<file path="config.mk">
export PLATFORM = sky130hd
export DESIGN_NAME = irq_aggregator
export DESIGN_NICKNAME = d
export VERILOG_FILES = /design/src/rtl/irq_agg_pkg.sv /design/src/rtl/irq_leaf_group.sv /design/src/rtl/irq_master_map.sv /design/src/rtl/irq_aggregator.sv
export SDC_FILE = /design/constraint.sdc
export NUM_CORES = 1
export LEC_CHECK = 0
export BUFFER_PORTS_ARGS = -buffer_cell sky130_fd_sc_hd__buf_4
export CORE_UTILIZATION = 56
export CTS_BUF_LIST = sky130_fd_sc_hd__clkbuf_4 sky130_fd_sc_hd__clkbuf_8
export DETAILED_ROUTE_END_ITERATION = 10
export MAX_ROUTING_LAYER = met4
export PLACE_DENSITY = 0.77
export SKIP_CTS_REPAIR_TIMING = 1
export SLEW_MARGIN = 40
export SYNTH_ARGS = -nofsm -noshare
export SYNTH_HDL_FRONTEND = slang
export SYNTH_HIERARCHICAL = 1
export SYNTH_SLANG_ARGS = --single-unit
</file>
<file path="constraint.sdc">
create_clock -name clk -period 2.45 [get_ports clk]
set_input_delay 0.49 -clock clk [delete_from_list [all_inputs] [get_ports clk]]
set_output_delay 0.49 -clock clk [all_outputs]
set_load 0.02 [all_outputs]
</file>
<file path="src/rtl/irq_agg_pkg.sv">
package irq_agg_pkg;

   localparam int WORD_W = 32;

   // register selector inside one leaf group, taken from addr[3:2]
   typedef enum logic [1:0] {
      SEL_STATUS = 2'd0,
      SEL_MASK   = 2'd1,
      SEL_IDENT  = 2'd2,
      SEL_ENABLE = 2'd3
   } leaf_sel_e;

   // default routing table, entry 0 in the lowest slice
   localparam int DEF_MAP_N = 8;
   localparam logic [DEF_MAP_N-1:0][7:0] DEF_MAP_GRP =
      {8'd5, 8'd4, 8'd3, 8'd2, 8'd1, 8'd1, 8'd0, 8'd0};
   localparam logic [DEF_MAP_N-1:0][7:0] DEF_MAP_BIT =
      {8'd17, 8'd16, 8'd6, 8'd4, 8'd3, 8'd2, 8'd1, 8'd0};
   localparam logic [DEF_MAP_N-1:0][WORD_W-1:0] DEF_MAP_MASK =
      {32'hFFFF_FFFF, 32'hFFFF_FFFF, 32'h0000_FFFF, 32'h0000_FFFF,
       32'hFFFF_0000, 32'h0000_FFFF, 32'hFFFF_0000, 32'h0000_FFFF};

endpackage

</file>
<file path="src/rtl/irq_leaf_group.sv">
module irq_leaf_group import irq_agg_pkg::*; #(
   parameter int W = 32,
   localparam int BIT_W = $clog2(W)
) (
   input  logic             clk,
   input  logic             rst_n,
   input  logic             wr_sel,
   input  leaf_sel_e        reg_sel,
   input  logic [W-1:0]     wr_data,
   input  logic             evt_hit,
   input  logic [BIT_W-1:0] evt_bit,
   output logic [W-1:0]     status_q,
   output logic [W-1:0]     mask_q,
   output logic [W-1:0]     ident_q,
   output logic [W-1:0]     enable_q,
   output logic [W-1:0]     pending
);

   logic [W-1:0] evt_vec;
   logic [W-1:0] accept_vec;
   logic [W-1:0] clear_vec;

   assign evt_vec    = evt_hit ? ({{(W-1){1'b0}}, 1'b1} << evt_bit) : '0;
   assign accept_vec = evt_vec & ~mask_q;
   assign clear_vec  = (wr_sel && reg_sel == SEL_IDENT) ? wr_data : '0;
   assign pending    = ident_q & enable_q;

   always_ff @(posedge clk or negedge rst_n) begin
      if (!rst_n) begin
         status_q <= '0;
         mask_q   <= '0;
         ident_q  <= '0;
         enable_q <= '0;
      end else begin
         status_q <= evt_vec;
         // a new event overrides a clear of the same bit
         ident_q  <= (ident_q & ~clear_vec) | accept_vec;
         if (wr_sel && reg_sel == SEL_MASK)   mask_q   <= wr_data;
         if (wr_sel && reg_sel == SEL_ENABLE) enable_q <= wr_data;
      end
   end

endmodule

</file>
<file path="src/rtl/irq_master_map.sv">
module irq_master_map #(
   parameter int W = 32,
   parameter int NUM_GROUPS = 6,
   parameter int MAP_N = 8,
   parameter logic [MAP_N-1:0][7:0]   MAP_GRP  = '0,
   parameter logic [MAP_N-1:0][7:0]   MAP_BIT  = '0,
   parameter logic [MAP_N-1:0][W-1:0] MAP_MASK = '0
) (
   input  logic [NUM_GROUPS-1:0][W-1:0] pending,
   output logic [W-2:0]                 sum_bits
);

   function automatic logic [MAP_N-1:0] entries_for(input int b);
      logic [MAP_N-1:0] sel;
      sel = '0;
      for (int e = 0; e < MAP_N; e++)
         if (int'(MAP_BIT[e]) == b) sel[e] = 1'b1;
      return sel;
   endfunction

   logic [MAP_N-1:0] entry_hit;

   for (genvar e = 0; e < MAP_N; e++) begin : g_entry
      localparam int GSRC = int'(MAP_GRP[e]);
      if (GSRC >= NUM_GROUPS)
         $error("map entry %0d names a missing group", e);
      if (int'(MAP_BIT[e]) >= W - 1)
         $error("map entry %0d targets the enable bit or beyond", e);
      assign entry_hit[e] = |(pending[GSRC] & MAP_MASK[e]);
   end

   for (genvar b = 0; b < W - 1; b++) begin : g_bit
      localparam logic [MAP_N-1:0] SEL = entries_for(b);
      assign sum_bits[b] = |(entry_hit & SEL);
   end

endmodule

</file>
<file path="src/rtl/irq_aggregator.sv">
module irq_aggregator import irq_agg_pkg::*; #(
   parameter int NUM_GROUPS = 6,
   parameter int REG_W = WORD_W,
   parameter int MAP_N = DEF_MAP_N,
   parameter logic [MAP_N-1:0][7:0]       MAP_GRP  = DEF_MAP_GRP,
   parameter logic [MAP_N-1:0][7:0]       MAP_BIT  = DEF_MAP_BIT,
   parameter logic [MAP_N-1:0][REG_W-1:0] MAP_MASK = DEF_MAP_MASK,
   localparam int ADDR_W = $clog2((NUM_GROUPS + 1) * 16),
   localparam int GRP_W  = (NUM_GROUPS > 1) ? $clog2(NUM_GROUPS) : 1,
   localparam int BIT_W  = $clog2(REG_W)
) (
   input  logic              clk,
   input  logic              rst_n,
   input  logic              wr_en,
   input  logic [ADDR_W-1:0] addr,
   input  logic [REG_W-1:0]  wr_data,
   output logic [REG_W-1:0]  rd_data,
   input  logic              evt_valid,
   input  logic [GRP_W-1:0]  evt_group,
   input  logic [BIT_W-1:0]  evt_bit,
   output logic              irq_out
);

   localparam int AGW = ADDR_W - 4;

   if (REG_W < 8 || (REG_W & (REG_W - 1)) != 0)
      $error("REG_W must be a power of two of at least 8");
   if (NUM_GROUPS < 1)
      $error("NUM_GROUPS must be at least 1");

   logic [AGW-1:0] addr_grp;
   leaf_sel_e      reg_sel;
   logic           aligned;
   logic           is_master;
   logic           master_en_q;
   logic [REG_W-2:0] sum_bits;

   logic [NUM_GROUPS-1:0][REG_W-1:0] status_all;
   logic [NUM_GROUPS-1:0][REG_W-1:0] mask_all;
   logic [NUM_GROUPS-1:0][REG_W-1:0] ident_all;
   logic [NUM_GROUPS-1:0][REG_W-1:0] enable_all;
   logic [NUM_GROUPS-1:0][REG_W-1:0] pending_all;

   assign addr_grp  = addr[ADDR_W-1:4];
   assign reg_sel   = leaf_sel_e'(addr[3:2]);
   assign aligned   = (addr[1:0] == 2'b00);
   assign is_master = aligned && (addr_grp == AGW'(NUM_GROUPS));

   for (genvar g = 0; g < NUM_GROUPS; g++) begin : g_leaf
      logic grp_wr;
      logic grp_evt;
      assign grp_wr  = wr_en && aligned && (addr_grp == AGW'(g));
      assign grp_evt = evt_valid && (evt_group == GRP_W'(g));

      irq_leaf_group #(.W(REG_W)) leaf_i (
         .clk      (clk),
         .rst_n    (rst_n),
         .wr_sel   (grp_wr),
         .reg_sel  (reg_sel),
         .wr_data  (wr_data),
         .evt_hit  (grp_evt),
         .evt_bit  (evt_bit),
         .status_q (status_all[g]),
         .mask_q   (mask_all[g]),
         .ident_q  (ident_all[g]),
         .enable_q (enable_all[g]),
         .pending  (pending_all[g])
      );
   end

   irq_master_map #(
      .W          (REG_W),
      .NUM_GROUPS (NUM_GROUPS),
      .MAP_N      (MAP_N),
      .MAP_GRP    (MAP_GRP),
      .MAP_BIT    (MAP_BIT),
      .MAP_MASK   (MAP_MASK)
   ) map_i (
      .pending  (pending_all),
      .sum_bits (sum_bits)
   );

   always_ff @(posedge clk or negedge rst_n) begin
      if (!rst_n)                  master_en_q <= 1'b0;
      else if (wr_en && is_master) master_en_q <= wr_data[REG_W-1];
   end

   assign irq_out = master_en_q & (|sum_bits);

   always_comb begin
      rd_data = '0;
      if (is_master) rd_data = {master_en_q, sum_bits};
      for (int g = 0; g < NUM_GROUPS; g++) begin
         if (aligned && addr_grp == AGW'(g)) begin
            case (reg_sel)
               SEL_STATUS: rd_data = status_all[g];
               SEL_MASK:   rd_data = mask_all[g];
               SEL_IDENT:  rd_data = ident_all[g];
               SEL_ENABLE: rd_data = enable_all[g];
               default:    rd_data = '0;
            endcase
         end
      end
   end

endmodule

</file>
==> metrics.csv <==
stage;metric;value;unit
cts;CTS buffer count;133;
sta;Setup WS post-layout;-1.18;ns
sta;Slew Viols, Final;0;
drt;wire length per cell;26.8;um
hold_path;hold crit path type;primary input to register;
critical_path;RR Startpoint;g_leaf[1].leaf_i/enable_q[15];
placed_design;GPL Wtd Cong;1.01;
sta;RSZ-0062 raised after global routing;true;
critical_path;worst setup path start;g_leaf[1].leaf_i/enable_q[26];
drt;iteration-0 DRC count of the detailed router;3438;
floorplanning;row count;96;
floorplanning;die area;70300;um^2
sta;Final Hold Fails;0;
critical_path;critical path required time;1.96;ns
job;max-cap viol count;0;
layout;fin util;0.699;
grt;first-pass GRT wire length;190000;um
logic_synthesis;syn_area_per_cell;12.4;um^2
pwr;PwrDens;652;nW/um^2
sta;Finish-stage setup viols;33;
floorplanning;Starting Density;0.565;
grt;initial antenna violation count;6;
sta;Tmin final;3.63;ns
cts;CTS Buffer Depth;3;
grt;largest net degree at the start of global routing;95;
critical_path;CP Class;register to output port;
pwr;peak supply drop;0.000510;V
cts;Worst-path clk slew;0.06;ns
floorplanning;DIE WIDTH;265;um
layout;P&R area growth vs syn;23.6;%
drt;drt first pass iters;7;
floorplanning;core area;68600;um^2
critical_path;crit path DAT;3.14;ns
drt;final antenna-violating net count;0;
placed_design;IO Port Bufs;83;
critical_path;crit path max fanout;3;
cts;H-tree Lvls;4;
critical_path;flop2flop setup slack;1.42;ns
placed_design;placed cell area;44000;um^2
pwr;Leak Pwr;23.4;nW
cts;later-pin clock latency in the skew report;0.78;ns
layout;Final Instance Area;47900;um^2
sta;Slew HR;0.432;
logic_synthesis;synth warn;6;
grt;met1 usage;0.479;
sta;total negative slack;-23.18;ns
grt;M2 GR Usage;0.554;
drt;# DRC;0;
critical_path;R2R Path End;g_leaf[1].leaf_i/enable_q[15];
grt;Most Crowded Layer GR;met2;
run_status;failing checks;negative setup slack;
floorplanning;die height;265;um
pwr;total power draw;31.2;mW
layout;FILL cells;4584;
grt;global-route usage over all layers;0.367;
sta;fin crit share;1.48;
critical_path;CP endpoint kind;output port;
logic_synthesis;mapped cell area;38800;um^2
grt;M3 GR Usage;0.0864;
run_status;status;complete, but fails checks;
cts;Root Driver;clkbuf_8;
grt;total gr overflow;0;
sta;Least-Margin Pin Slew;0.845;ns
floorplanning;I/O Pins;84;
sta;Peak Freq;276;MHz
logic_synthesis;Mapped Cells;3127;
critical_path;Worst setup endpoint;irq_out;
critical_path;cell depth of the worst flop-to-flop path;3;
drt;WL final;125000;um
grt;vias in the first global route;31700;
drt;Vias;30400;
drt;vias per std cell;6.53;
layout;share of cells above drive strength 1;0.411;
placed_design;final HPWL from detailed placement;84700;um
cts;CTS sink count;769;
cts;clock tree from TritonCTS;built;
sta;clock skew;0.0218;ns
critical_path;Worst setup SP type;register;
layout;layout net count;3680;
## metrics by stage
step                      instances  hold WS (ns)  worst slack (ns)
after floorplan                3149         0.194           -0.0129
after global placement         4421         0.468            -0.691
after detailed placement       4421         0.475            -0.696
after CTS                      4651        -0.363             -1.58
after global routing           4658         0.136             -1.17
final                          4658         0.126             -1.18
## cell usage in the layout, fill, tap and decap left out, drive strengths merged, types with 130 or more instances in the layout
cell,instances
clkbuf,206
and4b,193
nor2,211
o32ai,192
buf,618
mux2,385
mux2i,130
and2,163
inv,202
dfrtp,769
## state kept, by name (all words and copies together) (netlist names)
signal and cells:
master_en_q 1, g_leaf.leaf_i/ident_q 192, g_leaf.leaf_i/enable_q 192, g_leaf.leaf_i/status_q 192
g_leaf.leaf_i/mask_q 192
## area by class of cell
cell class	count	area [um^2]	area share
Timing Repair Buffer	619	5480	0.114
Clock inverter	24	149	0.00311
Clock buffer	206	2550	0.0533
Inverter	197	742	0.0155
Tap cell	931	1160	0.0243
Multi-Input combinational cell	1909	18600	0.388
Sequential cell	769	19200	0.402
Antenna cell	3	7.51	0.000157
## power breakdown
part	leakage (nW)	switching, mW	internal [mW]	total (mW)
Combinational	12.3	2.76	2.48	5.24
Clock	1.45	5.35	6.62	12.0
Sequential	9.71	0.524	13.5	14.0
## how the worst min path moves through the flow
stage	from	end	slack, ns	cells after the start
2_1_floorplan	rst_n	g_leaf[0].leaf_i/enable_q[0]	0.19	0
3_3_place_gp	g_leaf[3].leaf_i/mask_q[14]	g_leaf[3].leaf_i/ident_q[14]	0.47	1
3_5_place_dp	rst_n	g_leaf[2].leaf_i/mask_q[11]	0.48	1
4_1_cts	rst_n	g_leaf[2].leaf_i/enable_q[12]	-0.36	1
5_1_grt	wr_en	master_en_q	0.14	3
6_report	wr_en	master_en_q	0.13	3
## critical path, cell delays in order, from the launching register on
cell and delay [ns]:
dfrtp_1 0.40, and2_1 0.20, nor4_2 0.36, nand4_1 0.19, buf_6 0.18, nor4_4 0.25
nand4_1 0.28, o21a_1 0.33, buf_6 0.15
## routing by layer
metal / wire length, um / up-vias
li1: - / 12700
met3: 11900 / 366
met5: 0 / -
met4: 4720 / 0
met1: 49800 / 15700
met2: 58600 / 1696
Note: power is estimated with default switching activity, not from simulation.
